$ cat config.mk
export PLATFORM = sky130hd
export DESIGN_NAME = sram_lane_ctrl
export DESIGN_NICKNAME = d
export VERILOG_FILES = /design/src/rtl/sram_ctrl_pkg.sv /design/src/rtl/sram_pwr_hold.sv /design/src/rtl/sram_access_seq.sv /design/src/rtl/sram_pin_regs.sv /design/src/rtl/sram_read_capture.sv /design/src/rtl/sram_lane_ctrl.sv
export SDC_FILE = /design/constraint.sdc
export NUM_CORES = 1
export LEC_CHECK = 0
export CAP_MARGIN = 20
export CORE_ASPECT_RATIO = 0.6
export CORE_UTILIZATION = 40
export CTS_BUF_LIST = sky130_fd_sc_hd__clkbuf_2 sky130_fd_sc_hd__clkbuf_4 sky130_fd_sc_hd__clkbuf_8
export DETAILED_ROUTE_END_ITERATION = 10
export DONT_BUFFER_PORTS = 1
export PLACE_DENSITY = 0.53
export SYNTH_ARGS = -nofsm -noshare
export SYNTH_HDL_FRONTEND = slang
export SYNTH_SLANG_ARGS = --single-unit
export TNS_END_PERCENT = 50
$ cat constraint.sdc
create_clock -name clk -period 2.8 [get_ports clk]
set_input_delay 0.28 -clock clk [delete_from_list [all_inputs] [get_ports clk]]
set_output_delay 0.28 -clock clk [all_outputs]
set_load 0.02 [all_outputs]
$ cat src/rtl/sram_ctrl_pkg.sv
package sram_ctrl_pkg;

    localparam int unsigned LANE_BITS = 8;

    typedef enum logic [1:0] {
        ST_IDLE  = 2'd0,
        ST_WRITE = 2'd1,
        ST_WREC  = 2'd2,
        ST_READ  = 2'd3
    } seq_state_e;

    // Values the pin registers take on the next clock edge
    typedef struct packed {
        logic sel;      // selects of masked lanes go low
        logic we_n;
        logic oe_n;
        logic drive;    // own data bus output enable
    } strobe_t;

    function automatic int unsigned cyc_ceil(input int unsigned t_ps, input int unsigned clk_ps);
        int unsigned c;
        c = (t_ps + clk_ps - 1) / clk_ps;
        return (c == 0) ? 1 : c;
    endfunction

    function automatic int unsigned max2(input int unsigned a, input int unsigned b);
        return (a > b) ? a : b;
    endfunction

endpackage

$ cat src/rtl/sram_pwr_hold.sv
module sram_pwr_hold #(
    parameter int unsigned N_PWR = 1
) (
    input  logic clk,
    input  logic rst,
    output logic done
);
    localparam int CW = $clog2(N_PWR + 1);

    logic [CW-1:0] cnt;

    always_ff @(posedge clk) begin
        if (rst) begin
            cnt  <= '0;
            done <= 1'b0;
        end else if (!done) begin
            if (cnt == CW'(N_PWR - 1)) begin
                done <= 1'b1;
            end else begin
                cnt <= cnt + 1'b1;
            end
        end
    end
endmodule

$ cat src/rtl/sram_access_seq.sv
module sram_access_seq
    import sram_ctrl_pkg::*;
#(
    parameter int unsigned LANES       = 3,
    parameter int unsigned N_WE        = 1,
    parameter int unsigned N_DRV       = 0,
    parameter int unsigned N_RD        = 1,
    parameter bit          OE_IN_WRITE = 1'b0
) (
    input  logic             clk,
    input  logic             rst,
    input  logic             pwr_done,
    input  logic             req_valid,
    input  logic             req_write,
    input  logic [LANES-1:0] req_mask,
    output logic             req_ready,
    output logic             load,
    output strobe_t          strb_nxt,
    output logic [LANES-1:0] mask_nxt,
    output logic [LANES-1:0] mask_q,
    output logic             cap_en
);
    localparam int unsigned CNT_MAX = max2(N_WE, N_RD);
    localparam int          CNT_W   = $clog2(CNT_MAX + 1);

    seq_state_e       st, st_n;
    logic [CNT_W-1:0] cnt, cnt_n;
    logic             drv_ok;

    always_ff @(posedge clk) begin
        if (rst) begin
            st     <= ST_IDLE;
            cnt    <= '0;
            mask_q <= '0;
        end else begin
            st     <= st_n;
            cnt    <= cnt_n;
            mask_q <= mask_nxt;
        end
    end

    assign req_ready = (st == ST_IDLE) && pwr_done;
    assign mask_nxt  = load ? req_mask : mask_q;
    assign cap_en    = (st == ST_READ) && (cnt == CNT_W'(N_RD - 1));

    always_comb begin
        st_n  = st;
        cnt_n = cnt;
        load  = 1'b0;
        case (st)
            ST_IDLE: begin
                if (req_valid && req_ready) begin
                    load  = 1'b1;
                    cnt_n = '0;
                    st_n  = req_write ? ST_WRITE : ST_READ;
                end
            end
            ST_WRITE: begin
                if (cnt == CNT_W'(N_WE - 1)) begin
                    st_n = ST_WREC;
                end else begin
                    cnt_n = cnt + 1'b1;
                end
            end
            ST_WREC: begin
                st_n = ST_IDLE;
            end
            ST_READ: begin
                if (cnt == CNT_W'(N_RD - 1)) begin
                    st_n = ST_IDLE;
                end else begin
                    cnt_n = cnt + 1'b1;
                end
            end
            default: st_n = ST_IDLE;
        endcase
    end

    // Drive hold-off while the RAM may still own the bus
    generate
        if (N_DRV == 0) begin : g_drv_now
            assign drv_ok = 1'b1;
        end else begin : g_drv_late
            assign drv_ok = (cnt_n >= CNT_W'(N_DRV));
        end
    endgenerate

    always_comb begin
        strb_nxt.sel   = 1'b0;
        strb_nxt.we_n  = 1'b1;
        strb_nxt.oe_n  = 1'b1;
        strb_nxt.drive = 1'b0;
        case (st_n)
            ST_WRITE: begin
                strb_nxt.sel   = 1'b1;
                strb_nxt.we_n  = 1'b0;
                strb_nxt.oe_n  = !OE_IN_WRITE;
                strb_nxt.drive = drv_ok;
            end
            ST_WREC: begin
                strb_nxt.drive = 1'b1;
            end
            ST_READ: begin
                strb_nxt.sel   = 1'b1;
                strb_nxt.oe_n  = 1'b0;
            end
            default: ;
        endcase
    end
endmodule

$ cat src/rtl/sram_pin_regs.sv
module sram_pin_regs
    import sram_ctrl_pkg::*;
#(
    parameter int unsigned ADDR_W = 19,
    parameter int unsigned LANES  = 3
) (
    input  logic                       clk,
    input  logic                       rst,
    input  logic                       load,
    input  logic [ADDR_W-1:0]          req_addr,
    input  logic [LANES*LANE_BITS-1:0] req_wdata,
    input  strobe_t                    strb_nxt,
    input  logic [LANES-1:0]           mask_nxt,
    output logic [ADDR_W-1:0]          mem_addr,
    output logic [LANES-1:0]           mem_cs_n,
    output logic                       mem_we_n,
    output logic                       mem_oe_n,
    output logic [LANES*LANE_BITS-1:0] mem_dq_out,
    output logic                       mem_dq_oe
);
    always_ff @(posedge clk) begin
        if (rst) begin
            mem_addr  <= '0;
            mem_we_n  <= 1'b1;
            mem_oe_n  <= 1'b1;
            mem_dq_oe <= 1'b0;
        end else begin
            if (load) begin
                mem_addr <= req_addr;
            end
            mem_we_n  <= strb_nxt.we_n;
            mem_oe_n  <= strb_nxt.oe_n;
            mem_dq_oe <= strb_nxt.drive;
        end
    end

    generate
        for (genvar g = 0; g < int'(LANES); g++) begin : g_lane
            always_ff @(posedge clk) begin
                if (rst) begin
                    mem_cs_n[g]                          <= 1'b1;
                    mem_dq_out[g*LANE_BITS +: LANE_BITS] <= '0;
                end else begin
                    mem_cs_n[g] <= ~(strb_nxt.sel & mask_nxt[g]);
                    if (load) begin
                        mem_dq_out[g*LANE_BITS +: LANE_BITS] <= req_wdata[g*LANE_BITS +: LANE_BITS];
                    end
                end
            end
        end
    endgenerate
endmodule

$ cat src/rtl/sram_read_capture.sv
module sram_read_capture
    import sram_ctrl_pkg::*;
#(
    parameter int unsigned LANES = 3
) (
    input  logic                       clk,
    input  logic                       rst,
    input  logic                       cap_en,
    input  logic [LANES-1:0]           mask_q,
    input  logic [LANES*LANE_BITS-1:0] mem_dq_in,
    output logic                       rsp_valid,
    output logic [LANES*LANE_BITS-1:0] rsp_rdata
);
    always_ff @(posedge clk) begin
        if (rst) begin
            rsp_valid <= 1'b0;
        end else begin
            rsp_valid <= cap_en;
        end
    end

    generate
        for (genvar g = 0; g < int'(LANES); g++) begin : g_lane
            always_ff @(posedge clk) begin
                if (rst) begin
                    rsp_rdata[g*LANE_BITS +: LANE_BITS] <= '0;
                end else if (cap_en) begin
                    rsp_rdata[g*LANE_BITS +: LANE_BITS] <=
                        mask_q[g] ? mem_dq_in[g*LANE_BITS +: LANE_BITS] : '0;
                end
            end
        end
    endgenerate
endmodule

$ cat src/rtl/sram_lane_ctrl.sv
module sram_lane_ctrl
    import sram_ctrl_pkg::*;
#(
    parameter int unsigned ADDR_W      = 19,
    parameter int unsigned LANES       = 3,
    parameter int unsigned CLK_PS      = 20000,
    parameter int unsigned T_WP_PS     = 6000,
    parameter int unsigned T_SD_PS     = 5000,
    parameter int unsigned T_AA_PS     = 8000,
    parameter int unsigned T_DOE_PS    = 5000,
    parameter int unsigned T_HZWE_PS   = 5000,
    parameter int unsigned T_PWR_PS    = 1000000000,
    parameter bit          OE_IN_WRITE = 1'b0
) (
    input  logic                       clk,
    input  logic                       rst,
    input  logic                       req_valid,
    output logic                       req_ready,
    input  logic                       req_write,
    input  logic [ADDR_W-1:0]          req_addr,
    input  logic [LANES*LANE_BITS-1:0] req_wdata,
    input  logic [LANES-1:0]           req_mask,
    output logic                       rsp_valid,
    output logic [LANES*LANE_BITS-1:0] rsp_rdata,
    output logic [ADDR_W-1:0]          mem_addr,
    output logic [LANES-1:0]           mem_cs_n,
    output logic                       mem_we_n,
    output logic                       mem_oe_n,
    output logic [LANES*LANE_BITS-1:0] mem_dq_out,
    output logic                       mem_dq_oe,
    input  logic [LANES*LANE_BITS-1:0] mem_dq_in
);
    localparam int unsigned N_WP  = cyc_ceil(T_WP_PS, CLK_PS);
    localparam int unsigned N_SD  = cyc_ceil(T_SD_PS, CLK_PS);
    localparam int unsigned N_HZ  = cyc_ceil(T_HZWE_PS, CLK_PS);
    localparam int unsigned N_AA  = max2(cyc_ceil(T_AA_PS, CLK_PS), cyc_ceil(T_DOE_PS, CLK_PS));
    localparam int unsigned N_PWR = cyc_ceil(T_PWR_PS, CLK_PS);
    localparam int unsigned N_DRV = OE_IN_WRITE ? N_HZ : 0;
    localparam int unsigned N_WE  = max2(N_WP, N_DRV + N_SD);

    logic             pwr_done;
    logic             load;
    logic             cap_en;
    strobe_t          strb_nxt;
    logic [LANES-1:0] mask_nxt;
    logic [LANES-1:0] mask_q;

    sram_pwr_hold #(.N_PWR(N_PWR)) u_pwr (
        .clk  (clk),
        .rst  (rst),
        .done (pwr_done)
    );

    sram_access_seq #(
        .LANES       (LANES),
        .N_WE        (N_WE),
        .N_DRV       (N_DRV),
        .N_RD        (N_AA),
        .OE_IN_WRITE (OE_IN_WRITE)
    ) u_seq (
        .clk       (clk),
        .rst       (rst),
        .pwr_done  (pwr_done),
        .req_valid (req_valid),
        .req_write (req_write),
        .req_mask  (req_mask),
        .req_ready (req_ready),
        .load      (load),
        .strb_nxt  (strb_nxt),
        .mask_nxt  (mask_nxt),
        .mask_q    (mask_q),
        .cap_en    (cap_en)
    );

    sram_pin_regs #(.ADDR_W(ADDR_W), .LANES(LANES)) u_pins (
        .clk        (clk),
        .rst        (rst),
        .load       (load),
        .req_addr   (req_addr),
        .req_wdata  (req_wdata),
        .strb_nxt   (strb_nxt),
        .mask_nxt   (mask_nxt),
        .mem_addr   (mem_addr),
        .mem_cs_n   (mem_cs_n),
        .mem_we_n   (mem_we_n),
        .mem_oe_n   (mem_oe_n),
        .mem_dq_out (mem_dq_out),
        .mem_dq_oe  (mem_dq_oe)
    );

    sram_read_capture #(.LANES(LANES)) u_cap (
        .clk       (clk),
        .rst       (rst),
        .cap_en    (cap_en),
        .mask_q    (mask_q),
        .mem_dq_in (mem_dq_in),
        .rsp_valid (rsp_valid),
        .rsp_rdata (rsp_rdata)
    );
endmodule

==> summary.md <==
| Metric | Value |
|---|---|
| CTS tree | yes |
| Finished Layout Cells | 482 |
| RSZ-0062 raised after global routing | false |
| Final setup fails | 0 |
| Setup TNS | 0 ns |
| Post-layout min period | 1.91 ns |
| Synth area leaders | dfxtp_1 (57%), nand2_1 (11%), a21oi_1 (7.5%) |
| Placer Congestion | 0.750 |
| Register area share after synthesis | 56.7% |
| Max clock buf depth | 2 |
| Final hold vios | 0 |
| Drt via density | 5.22 |
| Final hold slack | 0.0320 ns |
| DRC violations left | 0 |
| Setup crit end kind | flip-flop |
| Final cycle utilization of the critical path | 68.3% |
| GRT overflow | 0 |
| First-pass GRT wire length | 11,900 um |
| Synthesized area per cell | 9.01 um2 |
| Slew headroom | 42.4% |
| Top cell type's share of synthesized area | 56.7% |
| Diode count | 0 |
| Post-CTS Resized | 0 |
| Antenna violations before repair | 0 |
| YS warnings | 0 |
| IO buf count | 0 |
| Detail Route Antenna Nets | 0 |
| Clock tree sinks | 96 |
| Crit path kind | flip-flop to flip-flop |
| Fill count | 798 |
| Die Ht | 73.3 um |
| Row Count | 25 |
| H-tree levels | 3 |
| Largest net degree at the start of global routing | 64 |
| First-pass DRT Iterations | 5 |
| Worst slew pin tran | 0.863 ns |
| Ports | 149 |
| Worst path required time | 3.09 ns |
| Die X | 121 um |
| Multi-input logic area | 1370 um2 |
| Vias in the first global route | 2,405 |
| Leakage | 0.00130 uW |
| Type of origin of the critical path | flip-flop |
| Pwr/cell area | 628 nW/um2 |
| Placed cells | 462 |
| Post-synth EDFFs | 0 |
| Wire length per cell | 15.8 um |
| Starting density of the core | 42.1% |
| Data arrival, critical path | 2.20 ns |
| Post-synth cell types | 34 |
| Final net count | 446 |
| Vias | 2,514 |
| Share of cells above drive strength 1 | 6.95% |
| Seq cells post-synth | 96 |
| Number of CTS-inserted buffers | 9 |
| Syn nets | 453 |
| Highest Clock Rate | 523 MHz |
| Clock slew at reported path FFs | 0.09 ns |
| Post-place instance area | 3460 um2 |
| Storage cell area | 1920 um2 |
| Synth area leader | dfxtp_1 |
| Layout area overhead | 9.93% |
| Max VDD drop | 345 uV |
| Post-route cell area | 3720 um2 |
| Core area | 8040 um2 |
| Iteration-0 DRC Markers | 148 |
| Post-synthesis async set-or-reset flop share | 0% |
| Status | finished clean |
| Synth Flop Type | dfxtp_1 |
| Slew Limit Fails | 0 |
| GRT Util Overall | 17.8% |
| Final Skew | 0.00654 ns |
| Hold Crit Class | input port to flip-flop |
| Setup Buffers After CTS | 0 |
| HPWL after detailed placement | 5170 um |
| Die area | 8850 um2 |
| Clk Latency, worst-skew pair | 0.35 ns |
| Clock root buffer | clkbuf_8 |
| Worst-path fanout max | 39 |
| Cts hold-fix bufs | 4 |
| Cells after Synth | 376 |
| Mapped cell area | 3390 um2 |
| Max cap viols | 0 |
| Final wirelength | 7610 um |
## state kept, by name, summed over array words and instances (netlist names)
register and cells:
u_cap.rsp_rdata 24, u_pins.mem_dq_out 24, u_pins.mem_addr 19, u_pwr.cnt 16, u_pins.mem_cs_n 3, u_seq.mask_q 3
u_seq.st 2, u_cap.rsp_valid 1, u_pins.mem_dq_oe 1, u_pins.mem_oe_n 1, u_pins.mem_we_n 1, u_pwr.done 1
## final cells by class
cell class,count,share of cell area (%)
repair buffers,7,2.15
clock inverters,3,1.07
flip-flops and latches,96,51.6
multi-input cells,252,36.8
well taps,108,3.63
clock buffers,13,4.47
inverters,3,0.302
## cell families (layout without fill, tap and decap cells)
group / Yosys count / after routing / synth area share, %
and+or+nand+nor: 160 / 160 / 21.9
DFF: 96 / 96 / 56.7
AOI/OAI and AO/OA: 79 / 79 / 14.4
buffers and inverters: 28 / 26 / 3.10
xor gates and xnor gates: 8 / 8 / 2.07
adders and majority gates: 3 / 3 / 1.11
muxes: 2 / 2 / 0.738
## power breakdown
group	leakage, uW	switching (uW)	internal [uW]	total, uW
clock network	0.000110	445	479	924
registers	0.000774	3.68	1370	1370
logic	0.000419	25.0	16.7	41.8
total	0.00130	474	1860	2340
## routing by layer
metal | GRT usage (%) | up-vias | part of all wire [%]
met3 | 9.63 | 10 | 11
met1 | 23.6 | 1152 | 48
met2 | 24.1 | 104 | 40
met5 | 0 | - | 0
met4 | 6.17 | 0 | 1.1
li1 | - | 1248 | -
## cell usage after synthesis, types with 2 or more instances
| master | n |
|---|---|
| o21ai_0 | 3 |
| nor2_1 | 17 |
| inv_1 | 3 |
| nand4b_1 | 2 |
| a21oi_1 | 51 |
| xnor2_1 | 4 |
| and2_1 | 3 |
| buf_1 | 3 |
| nor2b_1 | 4 |
| nor4_1 | 2 |
| a22o_1 | 24 |
| nand2b_1 | 4 |
| nand4_1 | 5 |
| nor3_1 | 3 |
| nand3_1 | 4 |
| xor2_1 | 4 |
| nand2_1 | 102 |
| clkbuf_1 | 22 |
| or3_1 | 4 |
| ha_1 | 3 |
| dfxtp_1 | 96 |
## placed cells by master, fill, tap and decap left out, types with 4 or more instances in the layout
| master | Yosys | routed |
|---|---|---|
| nand2_1 | 102 | 102 |
| a21oi_1 | 51 | 50 |
| nand2b_1 | 4 | 4 |
| nor2b_1 | 4 | 4 |
| or3_1 | 4 | 4 |
| clkbuf_8 | 0 | 11 |
| dfxtp_1 | 96 | 96 |
| a22o_1 | 24 | 24 |
| nand3_1 | 4 | 4 |
| nor2_1 | 17 | 17 |
| nand4_1 | 5 | 5 |
| xor2_1 | 4 | 4 |
| xnor2_1 | 4 | 4 |
## through the flow
step / total power (uW) / util [%] / worst slack (ns)
floorplan: 1430 / - / 1.09
global placement: 1420 / 43.1 / 1.00
detailed placement: 1420 / 43.1 / 0.902
CTS: 2370 / 46.3 / 0.891
global route: 2440 / 46.3 / 0.659
finish: 2340 / 46.3 / 0.888
## worst max-delay path, stage by stage, from the launching register on
cell and delay, ns:
dfxtp_1 0.35, nand4bb_2 0.45, inv_1 0.36, buf_4 0.42
nand2_1 0.10, a21oi_1 0.14
## final timing paths
kind / slack (ns) / cells past startpoint / from / end
worst max-delay path: 0.89 / 5 / u_seq.st[1] / u_pins.mem_addr[9]
worst max register to register: 0.89 / 5 / u_seq.st[1] / u_pins.mem_addr[9]
worst min register to register: 0.46 / 2 / u_seq.mask_q[2] / u_seq.mask_q[2]
worst min-delay path: 0.03 / 1 / rst / u_pins.mem_we_n
Note: power is estimated with default switching activity, not from simulation.
